**config.mk**
```make
export PLATFORM = sky130hd
export DESIGN_NAME = match_timer
export DESIGN_NICKNAME = d
export VERILOG_FILES = /design/src/rtl/tmr_pkg.sv /design/src/rtl/tmr_datapath.sv /design/src/rtl/tmr_control.sv /design/src/rtl/match_timer.sv
export SDC_FILE = /design/constraint.sdc
export NUM_CORES = 1
export LEC_CHECK = 0
export BUFFER_PORTS_ARGS = -buffer_cell sky130_fd_sc_hd__clkbuf_2
export CAP_MARGIN = 0
export CORE_MARGIN = 3
export CORE_UTILIZATION = 40
export CTS_CLUSTER_DIAMETER = 150
export DETAILED_ROUTE_END_ITERATION = 12
export GPL_TIMING_DRIVEN = 0
export HOLD_SLACK_MARGIN = 0.1
export REMOVE_ABC_BUFFERS = 1
export SETUP_SLACK_MARGIN = 0.05
export SLEW_MARGIN = 15
export SYNTH_ARGS = -nofsm -noshare
export SYNTH_HDL_FRONTEND = slang
export SYNTH_SLANG_ARGS = --single-unit
```
**constraint.sdc**
```tcl
create_clock -name clk -period 4.8 [get_ports clk]
set_input_delay 0.48 -clock clk [delete_from_list [all_inputs] [get_ports clk]]
set_output_delay 0.48 -clock clk [all_outputs]
set_load 0.005 [all_outputs]
```
**src/rtl/tmr_pkg.sv**
```systemverilog
package tmr_pkg;
  localparam int CNT_W   = 32;
  localparam int NUM_CH  = 4;
  localparam int ACT_W   = 3;
  localparam int ADDR_W  = 4;
  localparam int MCR_W   = ACT_W * NUM_CH;

  localparam logic [ADDR_W-1:0] A_RUN    = 4'd0;
  localparam logic [ADDR_W-1:0] A_PRESC  = 4'd1;
  localparam logic [ADDR_W-1:0] A_PCNT   = 4'd2;
  localparam logic [ADDR_W-1:0] A_TCNT   = 4'd3;
  localparam logic [ADDR_W-1:0] A_ACTION = 4'd4;
  localparam logic [ADDR_W-1:0] A_FLAGS  = 4'd5;
  localparam logic [ADDR_W-1:0] A_MATCH0 = 4'd8;

  localparam int ACT_INT  = 0;
  localparam int ACT_ZERO = 1;
  localparam int ACT_STOP = 2;

  typedef struct packed {
    logic run;
    logic zero;
  } dpStrobe_t;
endpackage

```
**src/rtl/tmr_datapath.sv**
```systemverilog
module tmr_datapath
  import tmr_pkg::*;
#(
  parameter int CW = CNT_W,
  parameter int NC = NUM_CH
) (
  input  logic                   clk,
  input  logic                   rstN,
  input  dpStrobe_t              strobe,
  input  logic [CW-1:0]          prescaleLim,
  input  logic [NC-1:0][CW-1:0]  matchVal,
  output logic [CW-1:0]          preCount,
  output logic [CW-1:0]          timerCount,
  output logic [NC-1:0]          hitVec
);
  logic fresh;

  always_ff @(posedge clk) begin
    if (!rstN) begin
      preCount   <= '0;
      timerCount <= '0;
      fresh      <= 1'b0;
    end else begin
      fresh <= 1'b0;
      if (strobe.zero) begin
        preCount   <= '0;
        timerCount <= '0;
      end else if (strobe.run) begin
        if (preCount >= prescaleLim) begin
          preCount   <= '0;
          timerCount <= timerCount + 1'b1;
          fresh      <= 1'b1;
        end else begin
          preCount <= preCount + 1'b1;
        end
      end
    end
  end

  for (genvar i = 0; i < NC; i++) begin : g_cmp
    assign hitVec[i] = fresh && (timerCount == matchVal[i]);

    a_r4_single_hit: assert property (@(posedge clk) disable iff (!rstN)
      hitVec[i] |=> !hitVec[i]);
  end

  a_r5_zero_counts: assert property (@(posedge clk) disable iff (!rstN)
    strobe.zero |=> (timerCount == '0) && (preCount == '0));

  a_r3_hold_counts: assert property (@(posedge clk) disable iff (!rstN)
    (!strobe.run && !strobe.zero) |=> $stable(timerCount) && $stable(preCount));
endmodule

```
**src/rtl/tmr_control.sv**
```systemverilog
module tmr_control
  import tmr_pkg::*;
#(
  parameter int CW = CNT_W,
  parameter int NC = NUM_CH,
  parameter int AW = ADDR_W
) (
  input  logic                   clk,
  input  logic                   rstN,
  input  logic [AW-1:0]          busAddr,
  input  logic                   busWrite,
  input  logic [CW-1:0]          busWdata,
  output logic [CW-1:0]          busRdata,
  output logic                   irqOut,
  input  logic [NC-1:0]          hitVec,
  input  logic [CW-1:0]          preCount,
  input  logic [CW-1:0]          timerCount,
  output dpStrobe_t              strobe,
  output logic [CW-1:0]          prescaleLim,
  output logic [NC-1:0][CW-1:0]  matchVal
);
  localparam int AF_W = ACT_W * NC;

  logic            runBit;
  logic [AF_W-1:0] actField;
  logic [NC-1:0]   flags;
  logic [NC-1:0]   intHit, zeroHitV, stopHitV;
  logic            zeroHit, stopHit;
  logic            wrRun, wrPresc, wrAction, wrFlags;

  assign wrRun    = busWrite && (busAddr == A_RUN);
  assign wrPresc  = busWrite && (busAddr == A_PRESC);
  assign wrAction = busWrite && (busAddr == A_ACTION);
  assign wrFlags  = busWrite && (busAddr == A_FLAGS);

  for (genvar i = 0; i < NC; i++) begin : g_ch
    logic [ACT_W-1:0] act;
    assign act         = actField[ACT_W*i +: ACT_W];
    assign intHit[i]   = hitVec[i] && act[ACT_INT];
    assign zeroHitV[i] = hitVec[i] && act[ACT_ZERO];
    assign stopHitV[i] = hitVec[i] && act[ACT_STOP];

    always_ff @(posedge clk) begin
      if (!rstN) matchVal[i] <= '0;
      else if (busWrite && (busAddr == A_MATCH0 + AW'(i))) matchVal[i] <= busWdata;
    end

    a_r8_w1c_clear: assert property (@(posedge clk) disable iff (!rstN)
      (wrFlags && busWdata[i] && !intHit[i]) |=> !flags[i]);
    a_r7_flag_set: assert property (@(posedge clk) disable iff (!rstN)
      intHit[i] |=> flags[i] && irqOut);
  end

  assign zeroHit     = |zeroHitV;
  assign stopHit     = |stopHitV;
  assign strobe.zero = zeroHit;
  assign strobe.run  = runBit && !stopHit;

  always_ff @(posedge clk) begin
    if (!rstN) begin
      runBit      <= 1'b0;
      prescaleLim <= '0;
      actField    <= '0;
      flags       <= '0;
    end else begin
      if (stopHit)    runBit <= 1'b0;
      else if (wrRun) runBit <= busWdata[0];
      if (wrPresc)  prescaleLim <= busWdata;
      if (wrAction) actField    <= busWdata[AF_W-1:0];
      flags <= (flags & ~(wrFlags ? busWdata[NC-1:0] : '0)) | intHit;
    end
  end

  assign irqOut = |flags;

  always_comb begin
    busRdata = '0;
    if (busAddr == A_RUN)         busRdata[0] = runBit;
    else if (busAddr == A_PRESC)  busRdata = prescaleLim;
    else if (busAddr == A_PCNT)   busRdata = preCount;
    else if (busAddr == A_TCNT)   busRdata = timerCount;
    else if (busAddr == A_ACTION) busRdata[AF_W-1:0] = actField;
    else if (busAddr == A_FLAGS)  busRdata[NC-1:0] = flags;
    else begin
      for (int i = 0; i < NC; i++)
        if (busAddr == A_MATCH0 + AW'(i)) busRdata = matchVal[i];
    end
  end

  a_r6_stop_clears_run: assert property (@(posedge clk) disable iff (!rstN)
    stopHit |=> !runBit);
endmodule

```
**src/rtl/match_timer.sv**
```systemverilog
module match_timer
  import tmr_pkg::*;
(
  input  logic              clk,
  input  logic              rstN,
  input  logic [ADDR_W-1:0] busAddr,
  input  logic              busWrite,
  input  logic [CNT_W-1:0]  busWdata,
  output logic [CNT_W-1:0]  busRdata,
  output logic              irqOut
);
  dpStrobe_t                    strobe;
  logic [CNT_W-1:0]             prescaleLim, preCount, timerCount;
  logic [NUM_CH-1:0][CNT_W-1:0] matchVal;
  logic [NUM_CH-1:0]            hitVec;

  tmr_control #(.CW(CNT_W), .NC(NUM_CH), .AW(ADDR_W)) u_ctrl (
    .clk(clk), .rstN(rstN), .busAddr(busAddr), .busWrite(busWrite),
    .busWdata(busWdata), .busRdata(busRdata), .irqOut(irqOut),
    .hitVec(hitVec), .preCount(preCount), .timerCount(timerCount),
    .strobe(strobe), .prescaleLim(prescaleLim), .matchVal(matchVal)
  );

  tmr_datapath #(.CW(CNT_W), .NC(NUM_CH)) u_dp (
    .clk(clk), .rstN(rstN), .strobe(strobe), .prescaleLim(prescaleLim),
    .matchVal(matchVal), .preCount(preCount), .timerCount(timerCount),
    .hitVec(hitVec)
  );
endmodule

```
==> impl_metrics.prom, run 1 <==
# TYPE chip_impl_metric gauge
chip_impl_metric{name="worstSkewPairLatency",unit="ns"} 0.57
chip_impl_metric{name="yosys-mux-area-fraction",unit=""} 0.05289
chip_impl_info{name="cts_tree",value="done"} 1
chip_impl_metric{name="simple_gate_fraction_of_synth_area",unit=""} 0.2483
chip_impl_info{name="path_class",value="reg2reg"} 1
chip_impl_metric{name="slew_viol_final",unit=""} 0
chip_impl_metric{name="grt_overflow_total",unit=""} 0
chip_impl_metric{name="post_synth_fa_ha_maj_area_fraction",unit=""} 0.03090
chip_impl_metric{name="synth.top_cell.area_share",unit=""} 0.3519
chip_impl_metric{name="dr_total_vias",unit=""} 13290
chip_impl_metric{name="synthesis.area_per_instance",unit="sq um"} 7.548
chip_impl_metric{name="finalSetupViolations",unit=""} 0
chip_impl_info{name="worstHoldPathType",value="in2reg"} 1
chip_impl_metric{name="num_rows",unit=""} 67
chip_impl_metric{name="numClockSinks",unit=""} 242
chip_impl_metric{name="worst_ep_arrival_time",unit="ns"} 4.43
chip_impl_info{name="yosys_most_used_dff",value="dfxtp_1"} 1
chip_impl_metric{name="yosys_warnings",unit=""} 0
chip_impl_metric{name="first_iter_violations",unit=""} 1410
chip_impl_metric{name="ys_seq_area_frac",unit=""} 0.3519
chip_impl_metric{name="cts_setup_buffers",unit=""} 0
chip_impl_metric{name="number_of_instances_in_the_synthesized_netlist",unit=""} 1824
chip_impl_metric{name="maximum_clock_path_buffer_count",unit=""} 3
chip_impl_metric{name="syn2layout_area_growth",unit="%"} 14.40
chip_impl_metric{name="cts_h_tree_depth",unit=""} 1
chip_impl_metric{name="final_util",unit=""} 0.4673
chip_impl_metric{name="final.hold.worst_slack",unit="ns"} 0.1927
chip_impl_metric{name="synthDistinctLibCells",unit=""} 64
chip_impl_metric{name="critical_path_required",unit="ns"} 5.28
chip_impl_metric{name="crit_path_max_fanout",unit=""} 28
chip_impl_metric{name="grt_antenna_before_repair",unit=""} 0
chip_impl_metric{name="final_gp_congestion",unit=""} 0.9608
chip_impl_metric{name="maxClockFrequency",unit="GHz"} 0.2534
chip_impl_metric{name="initial_core_util",unit=""} 0.4085
chip_impl_info{name="cts_root_buf",value="clkbuf_16"} 1
chip_impl_metric{name="synth_compound_area_frac",unit=""} 0.1610
chip_impl_info{name="status",value="complete, no violations"} 1
chip_impl_metric{name="slew_headroom",unit=""} 0.1692
chip_impl_metric{name="final.min_clock_period",unit="ns"} 3.947
chip_impl_metric{name="nets",unit=""} 1881
chip_impl_info{name="ys_top_cells_by_area",value="dfxtp_1 35%, nand2_1 12%, a21oi_1 9.6%"} 1
chip_impl_info{name="worst_setup_path_end_kind",value="flip-flop"} 1
chip_impl_metric{name="detailedPlacementHpwl",unit="um"} 37550
chip_impl_metric{name="synth-async-reset-ratio",unit=""} 0
chip_impl_info{name="rsz0062_at_grt",value="false"} 1
chip_impl_metric{name="power.density_cell_area",unit="nW/um^2"} 309.2
chip_impl_metric{name="die_h",unit="um"} 191.5
chip_impl_metric{name="dieWidth",unit="um"} 191.5
chip_impl_metric{name="port_bufs",unit=""} 71
chip_impl_metric{name="drt_pre_antenna_iters",unit=""} 5
chip_impl_metric{name="period_share",unit=""} 0.8222
chip_impl_metric{name="worst_pin_slew",unit="ns"} 1.243
chip_impl_metric{name="grt_max_degree",unit=""} 124
chip_impl_metric{name="diodes",unit=""} 0
chip_impl_metric{name="synthesized_flop_and_latch_total",unit=""} 242
chip_impl_metric{name="cts-hold-fix-buffers",unit=""} 0
chip_impl_metric{name="avgViaCountPerCell",unit=""} 5.832
chip_impl_metric{name="design.portCount",unit=""} 72
chip_impl_metric{name="grt_usage",unit=""} 0.2735
chip_impl_metric{name="max-vdd-ir-drop",unit="uV"} 257.4
chip_impl_metric{name="grt_first_pass_wirelength",unit="um"} 76750
chip_impl_metric{name="drc_viols",unit=""} 0
chip_impl_metric{name="wire_per_inst",unit="um"} 22.26
chip_impl_metric{name="clk_pin_slew",unit="ns"} 0.07
chip_impl_metric{name="via_count_of_the_first_global_routing_pass",unit=""} 12550
chip_impl_metric{name="synth.cell_area",unit="sq um"} 13770
chip_impl_metric{name="core-area",unit="sq um"} 33700
chip_impl_info{name="worstSetupStartpointType",value="flip-flop"} 1
chip_impl_metric{name="cts_made_buffers",unit=""} 29
chip_impl_metric{name="finalClockSkew",unit="ns"} 0.01975
chip_impl_info{name="yosys.cell_count.top_type",value="nand2_1"} 1
chip_impl_metric{name="final_area",unit="sq um"} 15750
chip_impl_metric{name="report.final.hold_viol_count",unit=""} 0
chip_impl_metric{name="die_area",unit="sq um"} 36680
chip_impl_metric{name="number_of_enable_type_register_cells_in_the_synthesized_netlist",unit=""} 0
chip_impl_info{name="synth_top_family_by_area",value="simple AND/OR/NAND/NOR gates"} 1
chip_impl_metric{name="share_of_post_route_cells_with_drive_strength_above_1",unit=""} 0.1163
chip_impl_metric{name="parity_gate_share_of_the_synthesized_area_counting_xor_and_xnor_cells",unit=""} 0.09543
chip_impl_metric{name="cap_viol_max_count",unit=""} 0
chip_impl_metric{name="antenna_left",unit=""} 0
chip_impl_metric{name="cts.repair.resized",unit=""} 0
chip_impl_info{name="synth.cells.most_frequent",value="438 x nand2_1, 265 x a21oi_1, 242 x dfxtp_1"} 1
chip_impl_metric{name="postRouteWirelength",unit="um"} 50740
chip_impl_metric{name="placed_cell_area",unit="sq um"} 14660
chip_impl_metric{name="static-leakage-power",unit="nW"} 5.270
chip_impl_info{name="synthDominantAreaCellType",value="dfxtp_1"} 1
-- layout by cell type (no fill, tap or decap), drive strengths merged, types with 8 or more instances in the layout --
master  netlist  routed
a21oi       265     265
a221oi        8       8
buf          46      24
clkbuf       96     111
dfxtp       242     242
ha           34      34
inv          60      61
mux2i        12      12
mux4         26      26
nand2       438     438
nand2b       15      15
nand3        34      34
nand4        46      46
nor2         83      83
nor3         28      28
nor4         24      24
o21ai        98      98
o31ai         8       8
or2           8       8
or3          31      31
or4          12      12
xnor2       134     134
xor2         16      16
-- registers in the layout, indices dropped and copies added, names as in the netlist --
| name | flops |
|---|---|
| u_dp.preCount | 32 |
| u_dp.timerCount | 32 |
| u_ctrl.flags | 4 |
| u_ctrl.runBit | 1 |
| u_ctrl.matchVal | 128 |
| u_dp.fresh | 1 |
| u_ctrl.prescaleLim | 32 |
| u_ctrl.actField | 12 |
-- cell type report --
type	instances	area, sq um
inverters	60	232.7
clock inverters	14	230.2
repair buffers	95	809.5
well taps	448	560.5
multi-input cells	1380	8214
fillers	3391	17950
clock buffers	40	857.1
flip-flops and latches	242	4845
-- logic make-up after synthesis --
logic type,Yosys count
AND/OR/NAND/NOR,745
AO/OA/AOI/OAI,411
flip-flops,242
buffers and inverters,202
XOR/XNOR,150
multiplexers,40
adder cells (fa/ha/maj),34
-- where the power goes --
part           internal [W]  total, W  switching [W]
registers           0.00203   0.00205      0.0000186
clock network       0.00156   0.00249       0.000923
logic              0.000105  0.000336       0.000231
total               0.00370   0.00487        0.00117
-- critical path, stage by stage, from the launching register on --
cell	delay [ns]
dfxtp_1	0.55
ha_1	0.34
a21oi_1	0.16
o21ai_0	0.19
a221o_1	0.34
a211oi_1	0.58
o31a_1	0.46
or3_1	0.85
o21ai_0	0.23
a21oi_1	0.16
-- metal layers --
layer / vias to the layer above / part of all wire / track usage
li1: 6191 / - / -
met1: 6396 / 0.43 / 0.3749
met2: 576 / 0.45 / 0.4291
met3: 127 / 0.075 / 0.03686
met4: 0 / 0.048 / 0.1228
met5: - / 0 / 0
-- through the flow --
stage               setup TNS [ns]  std cells  total power (W)  worst slack (ns)
global placement           -446.66       2201         0.002391            -3.391
floorplan                        0       1682         0.002235            0.8605
CTS                              0       2279         0.004883            0.8713
finish                           0       2279         0.004869            0.8532
global route                     0       2279         0.004993            0.6916
detailed placement               0       2225         0.002422            0.9076
-- final timing paths --
path | from | end | slack [ns] | cells after the start
worst max register to register | u_dp.preCount[15] | u_dp.timerCount[30] | 0.85 | 9
worst min-delay path | busWdata[15] | u_ctrl.matchVal[47] | 0.19 | 3
worst max-delay path | u_dp.preCount[15] | u_dp.timerCount[30] | 0.85 | 9
worst min register to register | u_ctrl.prescaleLim[1] | u_ctrl.prescaleLim[1] | 0.46 | 2
Note: power is estimated with default switching activity, not from simulation.
==> inputs of run 2 (changes only) <==
clock period = 3.8 ns   (was 4.8 ns; I/O delays follow)
==> run 2 against run 1 <==
Compared with the run above:
- critical path depth is the same
- largest power group unchanged
- maximum frequency increased by 8.1%
- critical endpoint is now u_dp.timerCount[10]
- via count increased by 0.38%
- combinational power rose by 30%
==> impl_metrics.prom, run 2 (synthesis results as in run 1) <==
# TYPE chip_impl_metric gauge
chip_impl_metric{name="postRouteWirelength",unit="um"} 50910
chip_impl_info{name="layout_common_cells",value="436 x nand2_1, 265 x a21oi_1, 242 x dfxtp_1, 134 x xnor2_1, 97 x o21ai_0"} 1
chip_impl_metric{name="grt_antenna_before_repair",unit=""} 0
chip_impl_metric{name="dr_total_vias",unit=""} 13340
chip_impl_metric{name="worst_ep_arrival_time",unit="ns"} 4.13
chip_impl_metric{name="die_h",unit="um"} 191.5
chip_impl_metric{name="totalNegativeSetupSlack",unit="ns"} 0
chip_impl_metric{name="report.final.hold_viol_count",unit=""} 0
chip_impl_metric{name="final_gp_congestion",unit=""} 0.9608
chip_impl_info{name="critical-path-top-delay-family",value="compound AO/OA/AOI/OAI gates"} 1
chip_impl_info{name="rsz0062_at_grt",value="false"} 1
chip_impl_metric{name="nets",unit=""} 1894
chip_impl_metric{name="dieWidth",unit="um"} 191.5
chip_impl_metric{name="share_of_post_route_cells_with_drive_strength_above_1",unit=""} 0.1182
chip_impl_metric{name="slew_viol_final",unit=""} 0
chip_impl_metric{name="critical_path.max_stage_delay",unit="ns"} 0.61
chip_impl_info{name="cts_root_buf",value="clkbuf_16"} 1
chip_impl_metric{name="avgViaCountPerCell",unit=""} 5.821
chip_impl_metric{name="power.density_cell_area",unit="nW/um^2"} 388.1
chip_impl_metric{name="diodes",unit=""} 0
chip_impl_metric{name="cts_h_tree_depth",unit=""} 1
chip_impl_info{name="layout_commonest_cell",value="nand2_1"} 1
chip_impl_metric{name="grt_overflow_total",unit=""} 0
chip_impl_metric{name="maximum_clock_path_buffer_count",unit=""} 3
chip_impl_metric{name="clk_pin_slew",unit="ns"} 0.06
chip_impl_metric{name="port_bufs",unit=""} 71
chip_impl_metric{name="grt_max_degree",unit=""} 124
chip_impl_metric{name="detailedPlacementHpwl",unit="um"} 37550
chip_impl_metric{name="cts_made_buffers",unit=""} 29
chip_impl_metric{name="finalSetupViolations",unit=""} 0
chip_impl_metric{name="maxClockFrequency",unit="GHz"} 0.2739
chip_impl_metric{name="slew_headroom",unit=""} 0.1821
chip_impl_info{name="status",value="complete, no violations"} 1
chip_impl_metric{name="antenna_left",unit=""} 0
chip_impl_metric{name="drc_viols",unit=""} 0
chip_impl_info{name="worst_setup_path_end_kind",value="flip-flop"} 1
chip_impl_metric{name="final.min_clock_period",unit="ns"} 3.652
chip_impl_metric{name="total_power",unit="W"} 0.006166
chip_impl_metric{name="via_count_of_the_first_global_routing_pass",unit=""} 12580
chip_impl_info{name="worstHoldPathType",value="in2reg"} 1
chip_impl_metric{name="wire_per_inst",unit="um"} 22.21
chip_impl_metric{name="max-vdd-ir-drop",unit="uV"} 325.2
chip_impl_metric{name="core-area",unit="sq um"} 33700
chip_impl_metric{name="period_share",unit=""} 0.9609
chip_impl_info{name="path_class",value="reg2reg"} 1
chip_impl_metric{name="die_area",unit="sq um"} 36680
chip_impl_info{name="cts_tree",value="done"} 1
chip_impl_metric{name="grt_usage",unit=""} 0.2737
chip_impl_metric{name="static-leakage-power",unit="nW"} 5.330
chip_impl_info{name="worstSetupStartpointType",value="flip-flop"} 1
chip_impl_metric{name="syn2layout_area_growth",unit="%"} 15.40
chip_impl_metric{name="numClockSinks",unit=""} 242
chip_impl_metric{name="critical_path_required",unit="ns"} 4.28
chip_impl_metric{name="first_iter_violations",unit=""} 1421
chip_impl_info{name="timing.critical_path.cells",value="ha_1 > a21oi_1 > o21ai_0 > a221o_1 > a211oi_1 > o31a_1 > or3_2 > o21ai_0 > a21oi_1"} 1
chip_impl_metric{name="nFillCells",unit=""} 3376
chip_impl_metric{name="worst_pin_slew",unit="ns"} 1.224
chip_impl_metric{name="grt_first_pass_wirelength",unit="um"} 76820
chip_impl_info{name="critPathSlowestCell",value="a211oi_1"} 1
chip_impl_metric{name="cp_num_buf_inv",unit=""} 0
chip_impl_metric{name="largest_reg_flops",unit=""} 128
chip_impl_metric{name="finalClockSkew",unit="ns"} 0.02143
chip_impl_metric{name="num_rows",unit=""} 67
chip_impl_metric{name="design.portCount",unit=""} 72
chip_impl_metric{name="cap_viol_max_count",unit=""} 0
chip_impl_metric{name="crit_path_max_fanout",unit=""} 28
chip_impl_info{name="regMostFlops",value="u_ctrl.matchVal"} 1
chip_impl_metric{name="drt_pre_antenna_iters",unit=""} 5
chip_impl_metric{name="worstSkewPairLatency",unit="ns"} 0.57
chip_impl_metric{name="initial_core_util",unit=""} 0.4085
## run 2: cell type report
class / count / area, sq um / share of cell area
multi-input combinational: 1380 / 8227 / 0.5178
sequential: 242 / 4845 / 0.3050
timing repair buffer: 108 / 934.6 / 0.05883
clock buffer: 40 / 857.1 / 0.05395
tap: 448 / 560.5 / 0.03528
inverter: 60 / 232.7 / 0.01465
clock inverter: 14 / 230.2 / 0.01449
## run 2: report_power, final
part / switching [W] / internal, W / total (W)
Sequential: 0.0000236 / 0.00256 / 0.00258
Clock: 0.00117 / 0.00198 / 0.00314
Combinational: 0.000296 / 0.000141 / 0.000437
Total: 0.00149 / 0.00468 / 0.00617
## run 2: through the flow
step	worst slack [ns]	instances	util	hold slack (ns)	area, sq um
2_1_floorplan	-0.03945	1682	-	0.4363	13170
3_3_place_gp	-4.291	2201	0.4180	0.4443	14090
3_5_place_dp	-0.09240	2225	0.4351	0.4508	14660
4_1_cts	0.1494	2290	0.4709	0.1003	15870
5_1_grt	0.08230	2292	0.4714	0.1214	15890
6_report	0.1484	2292	0.4714	0.1079	15890
## run 2: timing repair
item,4_1_cts,5_1_grt
hold buffers,11,0
buffers inserted,0,2
pin swaps,0,1
resized for setup,3,1
endpoints found under the setup margin,28,2
hold endpoints to repair,36,0
cloned,0,0
## run 2: final timing paths
check                         from  slack [ns]  depth (start not counted)               endpoint
max              u_dp.preCount[15]        0.15                          9    u_dp.timerCount[10]
min                   busWdata[24]        0.11                          3    u_ctrl.matchVal[56]
max reg2reg      u_dp.preCount[15]        0.15                          9    u_dp.timerCount[10]
min reg2reg  u_ctrl.prescaleLim[1]        0.46                          2  u_ctrl.prescaleLim[1]
## run 2: routing by layer
layer | vias to the layer above | global-route usage | share of wire
li1 | 6216 | - | -
met1 | 6377 | 0.3753 | 0.42
met2 | 617 | 0.4295 | 0.44
met3 | 131 | 0.03668 | 0.083
met4 | 0 | 0.1228 | 0.049
met5 | - | 0 | 0
## run 2: tightest hold or removal path, stage by stage
cell and delay (ns):
clkbuf_2 0.12, nand2_1 0.06, a21oi_1 0.05
